File: src/rtl/pfq_pkg.sv
package pfq_pkg;
  typedef enum logic [1:0] {
    OWN_NONE  = 2'd0,
    OWN_FETCH = 2'd1,
    OWN_EU    = 2'd2
  } bus_owner_e;

  localparam int SEG_SHIFT = 4;
  localparam int SEG_W     = 16;
  localparam int PADDR_W   = SEG_W + SEG_SHIFT;
endpackage

File: src/rtl/pfq_addr.sv
module pfq_addr
  import pfq_pkg::*;
(
  input  logic [SEG_W-1:0]   seg,
  input  logic [SEG_W-1:0]   off,
  output logic [PADDR_W-1:0] phys
);
  // segment shifted left, offset zero-extended; sum truncated wraps mod 2^PADDR_W
  always_comb begin
    phys = {seg, {SEG_SHIFT{1'b0}}} + {{SEG_SHIFT{1'b0}}, off};
  end
endmodule

File: src/rtl/pfq_fifo.sv
module pfq_fifo #(
  parameter int DEPTH = 6,
  localparam int PW = $clog2(DEPTH),
  localparam int CW = $clog2(DEPTH + 1)
) (
  input  logic          clk,
  input  logic          rst_n,
  input  logic          clr,
  input  logic [1:0]    push_n,
  input  logic [7:0]    push_b0,
  input  logic [7:0]    push_b1,
  input  logic          pop,
  output logic [7:0]    head,
  output logic [CW-1:0] count
);
  localparam logic [PW-1:0] LAST = PW'(DEPTH - 1);

  logic [7:0]    store [DEPTH];
  logic [PW-1:0] rd_q, rd_d, wr_q, wr_d, wr_inc, wr_inc2;
  logic [CW-1:0] cnt_d;

  function automatic logic [PW-1:0] ptr_inc(input logic [PW-1:0] p);
    return (p == LAST) ? '0 : p + PW'(1);
  endfunction

  always_comb begin
    wr_inc  = ptr_inc(wr_q);
    wr_inc2 = ptr_inc(wr_inc);
    if (clr) begin
      rd_d  = '0;
      wr_d  = '0;
      cnt_d = '0;
    end else begin
      rd_d  = pop ? ptr_inc(rd_q) : rd_q;
      case (push_n)
        2'd1:    wr_d = wr_inc;
        2'd2:    wr_d = wr_inc2;
        default: wr_d = wr_q;
      endcase
      cnt_d = count + CW'(push_n) - CW'(pop);
    end
  end

  always_ff @(posedge clk or negedge rst_n) begin
    if (!rst_n) begin
      rd_q  <= '0;
      wr_q  <= '0;
      count <= '0;
    end else begin
      rd_q  <= rd_d;
      wr_q  <= wr_d;
      count <= cnt_d;
    end
  end

  for (genvar i = 0; i < DEPTH; i++) begin : g_slot
    logic we0, we1;
    always_comb begin
      we0 = !clr && (push_n != 2'd0) && (wr_q == PW'(i));
      we1 = !clr && (push_n == 2'd2) && (wr_inc == PW'(i));
    end
    always_ff @(posedge clk) begin
      if (we0)      store[i] <= push_b0;
      else if (we1) store[i] <= push_b1;
    end
  end

  always_comb head = store[rd_q];
endmodule

File: src/rtl/pfq_arb.sv
module pfq_arb
  import pfq_pkg::*;
(
  input  logic       clk,
  input  logic       rst_n,
  input  logic       eu_req,
  input  logic       fetch_ok,
  input  logic       mem_ack,
  output bus_owner_e owner,
  output logic       launch_eu,
  output logic       launch_fetch
);
  bus_owner_e owner_d;

  always_comb begin
    owner_d      = owner;
    launch_eu    = 1'b0;
    launch_fetch = 1'b0;
    if (owner == OWN_NONE) begin
      if (eu_req) begin
        owner_d   = OWN_EU;
        launch_eu = 1'b1;
      end else if (fetch_ok) begin
        owner_d      = OWN_FETCH;
        launch_fetch = 1'b1;
      end
    end else if (mem_ack) begin
      owner_d = OWN_NONE;
    end
  end

  always_ff @(posedge clk or negedge rst_n) begin
    if (!rst_n) owner <= OWN_NONE;
    else        owner <= owner_d;
  end
endmodule

File: src/rtl/pfq_unit.sv
module pfq_unit
  import pfq_pkg::*;
#(
  parameter bit          BUS16   = 1'b1,
  parameter logic [15:0] RST_SEG = 16'hFFFF,
  parameter logic [15:0] RST_OFF = 16'h0000,
  localparam int DW    = BUS16 ? 16 : 8,
  localparam int DEPTH = BUS16 ? 6 : 4,
  localparam int CW    = $clog2(DEPTH + 1)
) (
  input  logic               clk,
  input  logic               rst_n,
  input  logic               flush,
  input  logic [SEG_W-1:0]   flush_seg,
  input  logic [SEG_W-1:0]   flush_off,
  input  logic               eu_req,
  input  logic               eu_we,
  input  logic [PADDR_W-1:0] eu_addr,
  output logic               eu_ack,
  output logic               mem_req,
  output logic               mem_we,
  output logic [PADDR_W-1:0] mem_addr,
  input  logic               mem_ack,
  input  logic [DW-1:0]      mem_rdata,
  output logic               q_valid,
  output logic [7:0]         q_data,
  input  logic               q_ready
);
  localparam logic [CW-1:0] FILL_MAX = CW'(DEPTH - 2);

  logic rs_meta, rst_sync_n;
  always_ff @(posedge clk or negedge rst_n) begin
    if (!rst_n) begin
      rs_meta    <= 1'b0;
      rst_sync_n <= 1'b0;
    end else begin
      rs_meta    <= 1'b1;
      rst_sync_n <= rs_meta;
    end
  end

  logic [SEG_W-1:0]   seg_q, seg_d, off_q, off_d;
  logic               cancel_q, cancel_d, we_q, we_d;
  logic [PADDR_W-1:0] addr_q, addr_d, fetch_phys;
  logic               seg_en, off_en;
  bus_owner_e         owner_q;
  logic               launch_eu, launch_fetch, fetch_ok, ack_fetch, keep;
  logic [CW-1:0]      count;
  logic [1:0]         lane_n, push_n;
  logic [7:0]         lane_b0, lane_b1;
  logic               pop;

  pfq_addr u_addr (.seg(seg_q), .off(off_q), .phys(fetch_phys));

  always_comb fetch_ok = (count <= FILL_MAX) && !flush;

  pfq_arb u_arb (
    .clk(clk), .rst_n(rst_sync_n), .eu_req(eu_req), .fetch_ok(fetch_ok),
    .mem_ack(mem_ack), .owner(owner_q), .launch_eu(launch_eu),
    .launch_fetch(launch_fetch)
  );

  if (BUS16) begin : g_lane16
    always_comb begin
      if (off_q[0]) begin
        lane_n  = 2'd1;
        lane_b0 = mem_rdata[15:8];
        lane_b1 = mem_rdata[15:8];
      end else begin
        lane_n  = 2'd2;
        lane_b0 = mem_rdata[7:0];
        lane_b1 = mem_rdata[15:8];
      end
    end
  end else begin : g_lane8
    always_comb begin
      lane_n  = 2'd1;
      lane_b0 = mem_rdata[7:0];
      lane_b1 = mem_rdata[7:0];
    end
  end

  always_comb begin
    ack_fetch = (owner_q == OWN_FETCH) && mem_ack;
    keep      = ack_fetch && !cancel_q && !flush;
    push_n    = keep ? lane_n : 2'd0;
    q_valid   = (count != '0);
    pop       = q_ready && q_valid;
    seg_en    = flush;
    seg_d     = flush_seg;
    off_en    = flush || keep;
    off_d     = flush ? flush_off : off_q + SEG_W'(lane_n);
    if (flush && (owner_q == OWN_FETCH) && !mem_ack) cancel_d = 1'b1;
    else if (ack_fetch)                               cancel_d = 1'b0;
    else                                              cancel_d = cancel_q;
    if (launch_eu) begin
      addr_d = eu_addr;
      we_d   = eu_we;
    end else if (launch_fetch) begin
      addr_d = fetch_phys;
      we_d   = 1'b0;
    end else begin
      addr_d = addr_q;
      we_d   = we_q;
    end
  end

  always_ff @(posedge clk or negedge rst_sync_n) begin
    if (!rst_sync_n) begin
      seg_q    <= RST_SEG;
      off_q    <= RST_OFF;
      cancel_q <= 1'b0;
      addr_q   <= '0;
      we_q     <= 1'b0;
    end else begin
      if (seg_en) seg_q <= seg_d;
      if (off_en) off_q <= off_d;
      cancel_q <= cancel_d;
      addr_q   <= addr_d;
      we_q     <= we_d;
    end
  end

  pfq_fifo #(.DEPTH(DEPTH)) u_fifo (
    .clk(clk), .rst_n(rst_sync_n), .clr(flush), .push_n(push_n),
    .push_b0(lane_b0), .push_b1(lane_b1), .pop(pop), .head(q_data),
    .count(count)
  );

  always_comb begin
    mem_req  = (owner_q != OWN_NONE);
    mem_we   = we_q;
    mem_addr = addr_q;
    eu_ack   = mem_ack && (owner_q == OWN_EU);
  end
endmodule

File: config.mk
export PLATFORM = sky130hd
export DESIGN_NAME = pfq_unit
export DESIGN_NICKNAME = d
export VERILOG_FILES = /design/src/rtl/pfq_pkg.sv /design/src/rtl/pfq_addr.sv /design/src/rtl/pfq_fifo.sv /design/src/rtl/pfq_arb.sv /design/src/rtl/pfq_unit.sv
export SDC_FILE = /design/constraint.sdc
export NUM_CORES = 1
export LEC_CHECK = 0
export BUFFER_PORTS_ARGS = -buffer_cell sky130_fd_sc_hd__clkbuf_2
export CAP_MARGIN = 20
export CORE_UTILIZATION = 45
export CTS_CLUSTER_SIZE = 24
export DETAILED_ROUTE_END_ITERATION = 6
export PLACE_DENSITY = 0.68
export SLEW_MARGIN = 20
export SYNTH_ARGS = -nofsm -noshare
export SYNTH_HDL_FRONTEND = slang
export SYNTH_HIERARCHICAL = 1
export SYNTH_SLANG_ARGS = --single-unit
File: constraint.sdc
create_clock -name clk -period 1.81 [get_ports clk]
set_input_delay 0 -clock clk [delete_from_list [all_inputs] [get_ports clk]]
set_output_delay 0 -clock clk [all_outputs]
set_load 0.02 [all_outputs]
[Word-level counts from Yosys, hierarchy flattened]
Memories as Yosys holds them, arrays and structs flattened.
Cells that the tools add are included.
Storage, ports and cells
  word-level logic and storage cells: 159
  register bits after elaboration: 67
  output and inout bits: 32
  memories kept: 1
  input port bits: 75
  bits in writable memories: 48
Memories
  u_fifo.store: depth 6, width 8, rd ports 1, clocked after memory_dff 0, write ports 2, RTL line pfq_fifo.sv:18  | logic [7:0] store [DEPTH];
Cells by class
  reduce and logical (&&, ||, !) cells: 42
  add/subtract/negate cells: 7
  eq/ne operators: 16
  order comparisons: 1
  multiplexer cells: 75
  bitwise gates (word level): 6
Operators by type and width (number)
  $mux 8: 11
  $mux 1: 43
  $mux 20: 2
  $mux 3: 11
  $reduce_or 8->1: 4
  $logic_and 1x1->1: 22
  $add 20x16->20: 1
  $add 16x2->16: 1
  $mux 16: 1
  $eq 3x3->1 const B: 5
  $eq 3x2->1 const B: 4
  $mux 2: 6
  $reduce_bool 2->1: 6
  $add 3x1->3 const B: 3
  $eq 3x1->1 const B: 2
  $logic_not 3->1: 2
  $or 1x1->1: 6
  $pmux 3 s2: 1
  $reduce_bool 3->1: 2
  $eq 2x1->1 const B: 2
  $eq 2x2->1 const B: 2
  $add 3x2->3: 1
  $le 3x3->1 const B: 1
  $logic_not 1->1: 3
  5 further kinds: 5

[Longest topological paths before layout]
Gate-level depths: netlist (run 1).
  depth in word-level cells: 15
  depth in mapped cells: 13
  mapped depth without buffers: 10

[Modules after synthesis]
Netlist (run 1), hierarchy kept.
Modules (own cells, without submodules)
  pfq_fifo: cells an instance 222, seq. area each 1666.6 um^2, area an instance 3124.2 um^2, instances 1
  pfq_unit: cells an instance 257, seq. area each 1421.4 um^2, area an instance 2723.9 um^2, instances 1
  pfq_addr: cells an instance 106, seq. area each 0.0 um^2, area an instance 819.5 um^2, instances 1
  pfq_arb: cells an instance 7, seq. area each 50.0 um^2, area an instance 92.6 um^2, instances 1

[Worst setup path before layout (run 1)]
OpenSTA, ideal clock, no wires.
  path kind: reg2reg
  start point: reg u_arb.owner[1]
  end point: mem u_fifo.store[1][0] (enable)
  cell stages (with the launch flop): 8
  buffers on the path: 3
  required time: 1.415 ns
  arrival: 2.320 ns
  slack: -0.904 ns
  period minus slack after synthesis: 2.714 ns
  library setup time: 0.395 ns
  cells stage by stage: dfrtp_1 -> nand4bb_1 -> buf_2 -> clkbuf_1 -> nor3_1 -> buf_2 -> nor2_1 -> nor4_1
RTL lines
  from (decl): RTL line pfq_arb.sv:9  | output bus_owner_e owner,
  from (signal assigned): RTL line pfq_arb.sv:34  | else owner <= owner_d;
  to (decl): RTL line pfq_fifo.sv:18

[Worst setup path after layout (run 1)]
  start point: reg off_q[4]
  end point: reg addr_q[18], in the netlist mem_addr[18]
Between the ends
  word-level cells in the longest chain between the ends: 3
RTL lines
  from (decl): RTL line pfq_unit.sv:42  | logic [SEG_W-1:0] seg_q, seg_d, off_q, off_d;
  from (signal assigned): RTL line pfq_unit.sv:111  | off_q <= RST_OFF;
  from (signal assigned): RTL line pfq_unit.sv:117  | if (off_en) off_q <= off_d;
  $add 20x16->20: RTL line pfq_addr.sv:10  | phys = {seg, {SEG_SHIFT{1'b0}}} + {{SEG_SHIFT{1'b0}}, off};
  net fetch_phys[18]: RTL line pfq_unit.sv:44  | logic [PADDR_W-1:0] addr_q, addr_d, fetch_phys;
  $mux 20: RTL line pfq_unit.sv:99  | end else if (launch_fetch) begin
  $mux 20: RTL line pfq_unit.sv:96  | if (launch_eu) begin
  to (signal assigned): RTL line pfq_unit.sv:119  | addr_q <= addr_d;
  to (decl): RTL line pfq_unit.sv:44
The timed path passes the listed nets, and every way through them passes these cells. The select of a mux whose other input is x is not followed.
A chain may end at the register's enable or synchronous reset.

==> out/results.ini, run 1 <==
[outcome]
outcome=finished, violations left
violations=setup timing

[floorplan]
top_level_ports=107
die-width_um=125
initial_core_util=0.463
num_rows=44
fp.coreArea_sq_mm=0.0146
die_h_um=125
design.die.area_sq_mm=0.0155

[route]
detail-route-antenna-nets=0
first_iter_violations=278
totalWireLength_um=18500
drc=0
vias=5768
dr.pass1.iters=5
avgRoutedWirePerCell_um=17.6
drt-vias-per-instance=5.49

[yosys]
postSynthRegisterBits=115
synth.yosys.warnings=6
post_synth_num_cell_types=75
postSynthAreaPerCell_sq_um=11.4
post-synth-top-area-cell=edfxtp_1
synth_nets=687
synth_common_cells=mux2_2 (72), dfrtp_1 (51), edfxtp_1 (48), nand2_1 (48), o21ai_0 (36)
yosys.cell_count.top_type=mux2_2
postSynth.topFlopCell=dfrtp_1
yosysSeqAreaShare=0.464
synthTopCellsByArea=edfxtp_1 (21%), dfrtp_1 (19%), mux2_2 (12%)
synth_edf_count=48
synth_area_sq_mm=0.00676
synth_cells=592
async_flop_share=0.583
synth.top_cell.area_share=0.213

[worst_setup_path]
setup.worst_path.end_class=flop
worstSetupPathType=flop to flop
capture_point_of_the_worst_reg_to_reg_path=mem_addr[18]$_DFFE_PN0P_
ff2ff_path_depth=9
r2r-start=off_q[4]$_DFFE_PN0P_
timing.critical_path.from_type=flop
critPathRequiredTime_ns=2.10
cp.arrival_ns=2.47
ff2ff_setup_slack_ns=-0.36
crit_path_max_fanout=8

[worst_hold_path]
timing.hold.worst_path_depth=2
hold_path.class=primary input to flop
min_delay_worst_endpoint=u_fifo/store[1][5]$_DFFE_PP_
worst_hold_startpoint=mem_rdata[13]

[finish]
ff_latch_area_sq_mm=0.00314
drive_gt1_frac=0.476
areaGrowthSynthToFinish_pct=46.2
final_cell_area_sq_mm=0.00989
fillcell_total=1045
nNetsFinal=949
insertedDiodeCount=0
final_core_util=0.678
multi_input_area_sq_mm=0.00380

[job]
cap_viol_max_count=0

[sta]
timing.final.setup_violations=115
timing.final.crit_share=1.20
setup_total_negative_slack_ns=-30.60
rsz0062_at_grt=yes
worst_slack_ns=-0.363
finalMaxSlewViolations=0
time_the_final_worst_path_needs_with_i_o_delays_and_setup_ns=2.17
fmax_mhz=460
worst_slew_margin_rel=0.582
finalClockSkew_ns=0.00758
hold_violations=0
worst_pin_slew_ns=0.627

[placement]
pre_cts_slack_ns=-0.412
post-dp-hpwl_um=12100
numPortBuffers=106
gp_congestion=0.885
post_dp_cell_area_sq_mm=0.00830

[clock_network]
cts_buffer_depth=2
clock_latency_ns=0.42
cts-root-buf=clkbuf_16
cts_buffers=17
cts_htree_levels=4
clock_sink_count=115
cts_tree=built
cts.reportedPaths.clkPinSlew_ns=0.06

[pwr]
power_density_mw_per_mm2=1060
p_leak_nw=4.08
vdd.ir_drop.worst_mv=0.669

[global_routing]
grt-ovfl-total=0
grt_first_pass_wirelength_um=30300
grt_pass1_vias=6246
grt_max_degree=44
grt.total_usage=0.245
antenna_found_initial=0

==> state kept, by name, summed over array words and instances (netlist names) <==
register and count:
cancel_q 1, rs_meta 1, mem_we 1, u_arb/owner 2
u_fifo/store 48, u_fifo/count 3, seg_q 16, u_fifo/rd_q 3
mem_addr 20, u_fifo/wr_q 3, off_q 16, rst_sync_n 1
==> cell usage in the layout (no fill, tap or decap), types with 19 or more instances in the layout <==
master,Yosys,routed
mux2i_1,30,30
nand2_1,48,48
xnor2_1,20,19
dfrtp_1,51,48
o21ai_0,36,20
edfxtp_1,48,48
nor2_1,31,28
dlygate4sd3_1,0,62
mux2_2,72,56
clkbuf_2,0,100
buf_4,7,99
a21oi_1,27,20
==> cell families (layout without fill, tap and decap cells) <==
family          after synthesis  count (layout)  share of synthesized area
fa+ha+maj                    20              20                     0.0392
other cells                   1               1                   0.000555
flops                       115             115                      0.464
compound gates              109             109                      0.110
buf+inv                      51             326                     0.0346
xor+xnor                     23              23                     0.0298
simple gates                163             163                      0.131
mux                         110             110                      0.191
==> critical path: stages (launching register included) <==
cell      delay [ns]
dfrtp_1         0.41
ha_4            0.18
fa_2            0.34
a21o_1          0.20
a221oi_4        0.23
buf_6           0.17
or3_1           0.12
nand3_1         0.08
mux2i_1         0.20
o21ai_1         0.11
==> area by class of cell <==
class	count	area share
clock buffer	18	0.0434
clock inverter	14	0.0140
inverter	16	0.00658
multi-input combinational	426	0.385
sequential	115	0.318
tap	184	0.0233
timing repair buffer	278	0.210
==> how the worst max path moves through the flow <==
stage | slack (ns) | startpoint | endpoint
floorplan | -0.55 | u_arb/owner[1]$_DFFE_PN0P_ | u_fifo/count[1]$_DFF_PN0_
global placement | -0.36 | off_q[4]$_DFFE_PN0P_ | mem_addr[16]$_DFFE_PN0P_
detailed placement | -0.41 | u_arb/owner[1]$_DFFE_PN0P_ | u_fifo/store[5][7]$_DFFE_PP_
CTS | -0.33 | off_q[4]$_DFFE_PN0P_ | mem_addr[16]$_DFFE_PN0P_
global route | -0.42 | cancel_q$_DFFE_PN0P_ | u_fifo/store[3][7]$_DFFE_PP_
finish | -0.36 | off_q[4]$_DFFE_PN0P_ | mem_addr[18]$_DFFE_PN0P_
==> routing by layer <==
layer / vias to the layer above / wire [um] / track usage
met5: - / 0 / 0
met4: 0 / 395 / 0.105
met3: 35 / 720 / 0.0438
met2: 151 / 9880 / 0.442
met1: 2866 / 7540 / 0.284
li1: 2716 / - / -
==> report_power, final <==
part           internal, mW  leakage (nW)  switching, mW
Combinational          1.86          2.59           1.96
Clock                  2.01         0.266           1.23
Sequential             3.15          1.23          0.264
Total                  7.02          4.08           3.46
==> per-stage QoR <==
stage | cells | power (mW) | hold slack, ns
2_1_floorplan | 592 | 5.58 | -0.296
3_3_place_gp | 940 | 6.71 | -0.210
3_5_place_dp | 940 | 6.82 | -0.209
4_1_cts | 1046 | 10.3 | 0.0185
5_1_grt | 1051 | 11.0 | 0.0426
6_report | 1051 | 10.5 | 0.0345
==> what timing repair did <==
action | in CTS | in global routing
setup endpoints to repair | 131 | 135
hold buffers | 62 | 0
pin swaps | 23 | 15
gates resized for setup | 36 | 32
setup buffers | 13 | 5
endpoints found under the hold margin | 86 | 0
Note: power is estimated with default switching activity, not from simulation.
==> run 2, diff against run 1 <==
--- a/config.mk
+++ b/config.mk
@@ -7,12 +7,12 @@
 export LEC_CHECK = 0
 export BUFFER_PORTS_ARGS = -buffer_cell sky130_fd_sc_hd__clkbuf_2
 export CAP_MARGIN = 20
+export CORE_MARGIN = 4
 export CORE_UTILIZATION = 45
 export CTS_CLUSTER_SIZE = 24
 export DETAILED_ROUTE_END_ITERATION = 6
-export PLACE_DENSITY = 0.68
+export PLACE_DENSITY = 0.72
 export SLEW_MARGIN = 20
 export SYNTH_ARGS = -nofsm -noshare
 export SYNTH_HDL_FRONTEND = slang
-export SYNTH_HIERARCHICAL = 1
 export SYNTH_SLANG_ARGS = --single-unit
==> run 2 against run 1 <==
Net effect: sequential power increased by 3%; synthesized cell count shrank 5.2%; setup slack gained 0.071 ns; clock power up 9.3%; first-iteration DRC count up 19%; fmax increased by 3.4%; hold slack got worse by 0.062 ns; largest cell class unchanged; core utilization up 5.1 points; global-route usage fell by 0.99 points; sequential share of layout area is 0.71 points lower; the flow finishes with violations (hold timing, setup timing).
==> out/results.ini, run 2 <==
[outcome]
outcome=finished, violations left
violations=hold timing, setup timing

[sta]
rsz0062_at_grt=yes
timing.final.setup_violations=85
finalMaxSlewViolations=0
finalClockSkew_ns=0.00651
time_the_final_worst_path_needs_with_i_o_delays_and_setup_ns=2.10
hold_slack_ns=-0.0277
hold_violations=1
timing.final.crit_share=1.16
fmax_mhz=476
worst_slack_ns=-0.292

[route]
detail-route-antenna-nets=0
totalWireLength_um=19300
drt-vias-per-instance=5.41
first_iter_violations=330
dr.pass1.iters=5
vias=5615
drc=0
avgRoutedWirePerCell_um=18.6

[pwr]
vdd.ir_drop.worst_mv=0.797
power_density_mw_per_mm2=1190
power_frac_seq=0.293
net_switching_share_of_the_total_power=0.343
p_leak_nw=4.34
netSwitchingPower_mw=4.11
clock_power_share=0.295
power.combinational.fraction=0.412
internal_power_mw=7.87

[worst_setup_path]
crit_start=seg_q[8]$_DFFE_PN1P_
cp.arrival_ns=2.41
crit_path_max_fanout=2
worstPathBufferInverterCount=0
worstSetupPathType=flop to flop
setup.worst_path.end_class=flop
crit_path_top_delay_cell=dfstp_2
critical_path.max_stage_delay_ns=0.56
cell_class_contributing_the_biggest_share_of_worst_path_delay=compound AO/OA/AOI/OAI gates
timing.critical_path.from_type=flop
crit_chain=ha_4 -> and2_4 -> a221o_1 -> nor2b_1 -> a31oi_2 -> and4b_1 -> a211o_1
critPathRequiredTime_ns=2.12
r2r-start=seg_q[8]$_DFFE_PN1P_

[clock_network]
cts_htree_levels=4
cts-root-buf=clkbuf_16
cts_tree=built
cts_buffer_depth=2
cts_buffers=17
clock_sink_count=115
clock_latency_ns=0.42
cts.reportedPaths.clkPinSlew_ns=0.06

[yosys]
yosysSeqAreaShare=0.493
synth.yosys.warnings=0
postSynthAreaPerCell_sq_um=11.3
synth_cells=561
post-synth-top-area-cell=edfxtp_1
synth_edf_count=48
postSynthRegisterBits=115
post_synth_num_cell_types=54
synth_area_sq_mm=0.00636
synth_common_cells=mux2_2 (56), dfrtp_1 (51), edfxtp_1 (48), nand2_1 (48), o21ai_0 (43)
synth.top_cell.area_share=0.226
synthTopCellsByArea=edfxtp_1 (23%), dfrtp_1 (20%), mux2_2 (9.9%)
yosys.cell_count.top_type=mux2_2
synth_nets=657
async_flop_share=0.583
postSynth.topFlopCell=dfrtp_1

[finish]
final_core_util=0.729
insertedDiodeCount=0
drive_gt1_frac=0.509
most_frequent_cells_in_the_layout=clkbuf_2 (99), buf_4 (88), dlygate4sd3_1 (72), edfxtp_1 (48), dfrtp_1 (47)
areaGrowthSynthToFinish_pct=58.9
nNetsFinal=941
regMostFlops=u_fifo.store
mostFrequentLayoutCell=clkbuf_2
largest_register_ffs=48

[worst_hold_path]
hold_path.class=primary input to flop
worst_hold_startpoint=eu_req

[global_routing]
grt_max_degree=66
grt_pass1_vias=6028
grt_first_pass_wirelength_um=29700
grt.total_usage=0.235
grt-ovfl-total=0
antenna_found_initial=0

[placement]
pre_cts_slack_ns=-0.281
gp_congestion=0.845
post-dp-hpwl_um=11800
numPortBuffers=106

[floorplan]
design.die.area_sq_mm=0.0161
fp.coreArea_sq_mm=0.0139
die_h_um=127
initial_core_util=0.459
top_level_ports=107
num_rows=43
die-width_um=127

[job]
cap_viol_max_count=0

## run 2: cell types whose count changed in the layout (fill, tap and decap cells not counted), moves of 9 or more
| cell | delta |
|---|---|
| buf_6 | +15 |
| nor2_2 | +9 |
| buf_4 | -11 |
| xor2_1 | +9 |
| dlygate4sd3_1 | +10 |
| mux2_4 | +29 |
| mux2_2 | -37 |
| mux2i_1 | -15 |
## run 2: worst paths after layout
path | to | slack, ns | cells after the start
min reg2reg | u_fifo.count[2]$_DFF_PN0_ | 0.28 | 1
max reg2reg | mem_addr[17]$_DFFE_PN0P_ | -0.29 | 7
max in group asynchronous | seg_q[2]$_DFFE_PN1P_ | 1.20 | 1
max | mem_addr[17]$_DFFE_PN0P_ | -0.29 | 7
min in group asynchronous | u_fifo.count[2]$_DFF_PN0_ | 0.28 | 1
min | u_arb.owner[1]$_DFFE_PN0P_ | -0.03 | 3
## run 2: power groups by stage
| stage | sequential [mW] | clock (mW) | combinational (mW) |
|---|---|---|---|
| finish | 3.51 | 3.54 | 4.94 |
| global route | 3.55 | 3.70 | 5.28 |
| CTS | 3.48 | 3.57 | 4.36 |
| detailed placement | 3.52 | 0 | 3.94 |
| global placement | 3.49 | 0 | 3.82 |
| floorplan | 3.75 | 0 | 2.25 |
## run 2: what timing repair did
action                                  in CTS  in global routing
endpoints found under the setup margin      95                107
cloned                                       0                  1
hold buffers                                72                  0
endpoints found under the hold margin      105                  0
pin swaps                                   24                 37
setup buffers                               12                 16
resized for setup                           55                105
## run 2: worst register-to-register path, delay by kind of cell, from the launching register on
| family | cells | cell delay (ns) |
|---|---|---|
| AOI/OAI and AO/OA | 3 | 0.70 |
| DFF | 1 | 0.56 |
| and+or+nand+nor | 3 | 0.54 |
| adders and majority gates | 1 | 0.21 |
## run 2: final cells by class
cell class | count | area (sq um)
Inverter | 11 | 43.8
Multi-Input combinational cell | 407 | 3710
Clock buffer | 20 | 489
Tap cell | 180 | 225
Sequential cell | 115 | 3140
Timing Repair Buffer | 293 | 2360
Fill cell | 890 | 3760
Clock inverter | 12 | 139
## run 2: cells by family after synthesis
family | share of synthesized area
DFF | 0.493
xor gates and xnor gates | 0.0399
buffers and inverters | 0.0283
and+or+nand+nor | 0.111
muxes | 0.170
other | 0.000589
AOI/OAI and AO/OA | 0.114
adders and majority gates | 0.0436
## run 2: routing by layer
layer  vias up  routed length [um]  global-route usage
met1      2758                7360               0.253
met4         0                 575               0.113
met3        59                 777              0.0467
met5         -                   0                   0
met2       189               10600               0.439
li1       2609                   -                   -
## run 2: stage by stage
stage / instance area (sq um) / TNS (ns) / power, mW / hold slack, ns / cells
final: 10100 / -9.49 / 12.0 / -0.0277 / 1038
after floorplan: 6580 / -16.43 / 6.00 / -0.296 / 561
after global routing: 10100 / -14.08 / 12.5 / 0.0348 / 1038
after detailed placement: 7930 / -8.89 / 7.46 / -0.211 / 905
after CTS: 9610 / -4.62 / 11.4 / 0.0495 / 1021
after global placement: 7930 / -5.83 / 7.32 / -0.213 / 905
==> run 3, diff against run 2 <==
--- a/config.mk
+++ b/config.mk
@@ -9,8 +9,10 @@
 export CAP_MARGIN = 20
 export CORE_MARGIN = 4
 export CORE_UTILIZATION = 45
+export CTS_BUF_LIST = sky130_fd_sc_hd__clkbuf_2 sky130_fd_sc_hd__clkbuf_4 sky130_fd_sc_hd__clkbuf_8
 export CTS_CLUSTER_SIZE = 24
 export DETAILED_ROUTE_END_ITERATION = 6
+export MAX_ROUTING_LAYER = met4
 export PLACE_DENSITY = 0.72
 export SLEW_MARGIN = 20
 export SYNTH_ARGS = -nofsm -noshare
==> run 3 against run 2 <==
Net effect: the run ends with setup timing left; clock-buffer cell count shrank 2; die area is the same; sequential share of layout area increased by 1.0 points; global-route usage about the same; largest power group unchanged.
==> out/results.ini, run 3 (synthesis gave the netlist of run 2 again) <==
[outcome]
outcome=finished, violations left
violations=setup timing

[floorplan]
initial_core_util=0.459
num_rows=43
top_level_ports=107
die_h_um=127
die-width_um=127
fp.coreArea_sq_mm=0.0139
design.die.area_sq_mm=0.0161

[global_routing]
antenna_found_initial=0
grt.total_usage=0.236
grt-ovfl-total=0
grt_pass1_vias=5915
grt_first_pass_wirelength_um=29100
grt_max_degree=66

[finish]
nNetsFinal=931
final_cell_area_sq_mm=0.00979
insertedDiodeCount=0
finalNonFillerCells=1028
mostFrequentLayoutCell=clkbuf_2
largest_register_ffs=48
drive_gt1_frac=0.498
areaGrowthSynthToFinish_pct=53.7
regMostFlops=u_fifo.store
most_frequent_cells_in_the_layout=clkbuf_2 (98), buf_4 (84), dlygate4sd3_1 (73), dfrtp_1 (48), edfxtp_1 (48)
final_core_util=0.705

[clock_network]
cts_htree_levels=4
clock_sink_count=115
clock_latency_ns=0.45
cts_tree=built
cts_buffers=17
cts_buffer_depth=2
cts.reportedPaths.clkPinSlew_ns=0.08
cts-root-buf=clkbuf_8

[worst_setup_path]
crit_start=seg_q[1]$_DFFE_PN1P_
timing.critical_path.from_type=flop
setup.worst_path.end_class=flop
worstSetupPathType=flop to flop
crit_path_max_fanout=3
critPathRequiredTime_ns=2.14
cp.arrival_ns=2.44
r2r-start=seg_q[1]$_DFFE_PN1P_

[placement]
post-place-cells=905
pre_cts_slack_ns=-0.281
numPortBuffers=106
post-dp-hpwl_um=11800
gp_congestion=0.858
post_dp_cell_area_sq_mm=0.00793

[sta]
worst_pin_slew_ns=0.904
worst_slack_ns=-0.297
hold_violations=0
timing.final.setup_violations=68
rsz0062_at_grt=yes
finalMaxSlewViolations=0
hold_slack_ns=0.0610
time_the_final_worst_path_needs_with_i_o_delays_and_setup_ns=2.11
worst_slew_margin_rel=0.397
finalClockSkew_ns=0.0143
timing.final.crit_share=1.16
fmax_mhz=475
setup_total_negative_slack_ns=-6.79

[pwr]
power.combinational.fraction=0.436
netSwitchingPower_mw=3.91
internal_power_mw=7.13
vdd.ir_drop.worst_mv=0.788
clock_power_share=0.245
p_leak_nw=4.19
power_frac_seq=0.318
net_switching_share_of_the_total_power=0.354
totalPowerFinal_mw=11.0
power_density_mw_per_mm2=1130

[route]
detail-route-antenna-nets=0
drc=0
first_iter_violations=297
dr.pass1.iters=5
vias=5559
avgRoutedWirePerCell_um=18.0
totalWireLength_um=18500
drt-vias-per-instance=5.41

[job]
cap_viol_max_count=0

[worst_hold_path]
worst_hold_startpoint=q_ready
hold_path.class=primary input to flop

-- run 3: critical path, cell delays in order (launching register included) --
cell	delay, ns
dfstp_2	0.55
ha_4	0.20
a211oi_2	0.27
nor2_2	0.08
o31ai_2	0.18
buf_4	0.17
a31oi_1	0.10
and4b_1	0.23
a211o_1	0.22
-- run 3: power groups by stage --
stage | clock network (mW) | logic, mW | registers, mW
floorplan | 0 | 2.25 | 3.75
CTS | 2.76 | 4.34 | 3.47
detailed placement | 0 | 3.94 | 3.52
finish | 2.71 | 4.82 | 3.51
global route | 2.88 | 5.17 | 3.55
global placement | 0 | 3.82 | 3.49
-- run 3: cell type report --
type | count | area, sq um
inverters | 11 | 43.8
flip-flops and latches | 115 | 3140
repair buffers | 283 | 2260
well taps | 180 | 225
fillers | 949 | 4100
multi-input cells | 407 | 3670
clock inverters | 14 | 199
clock buffers | 18 | 248
-- run 3: what timing repair did --
| action | CTS | global route |
|---|---|---|
| setup buffers | 12 | 5 |
| gates cloned | 0 | 1 |
| setup endpoints to repair | 96 | 107 |
| resized for setup | 51 | 97 |
| pin swaps | 23 | 29 |
| hold buffers | 72 | 1 |
| hold endpoints to repair | 106 | 1 |
-- run 3: worst paths after layout --
path	end	slack, ns	depth (start not counted)
min in group asynchronous	u_fifo.count[2]$_DFF_PN0_	0.28	1
max	mem_addr[17]$_DFFE_PN0P_	-0.30	8
min reg2reg	u_fifo.count[2]$_DFF_PN0_	0.28	1
max in group asynchronous	seg_q[3]$_DFFE_PN1P_	1.20	1
min	u_fifo.rd_q[0]$_DFFE_PN0P_	0.06	5
max reg2reg	mem_addr[17]$_DFFE_PN0P_	-0.30	8
-- run 3: routing by layer --
layer / share of wire / track usage / vias up / routed length [um]
met4: 0.027 / 0.100 / 0 / 490
met1: 0.38 / 0.249 / 2751 / 6930
met3: 0.042 / 0.0434 / 45 / 775
met5: 0 / - / - / 0
li1: - / - / 2588 / -
met2: 0.56 / 0.429 / 175 / 10300
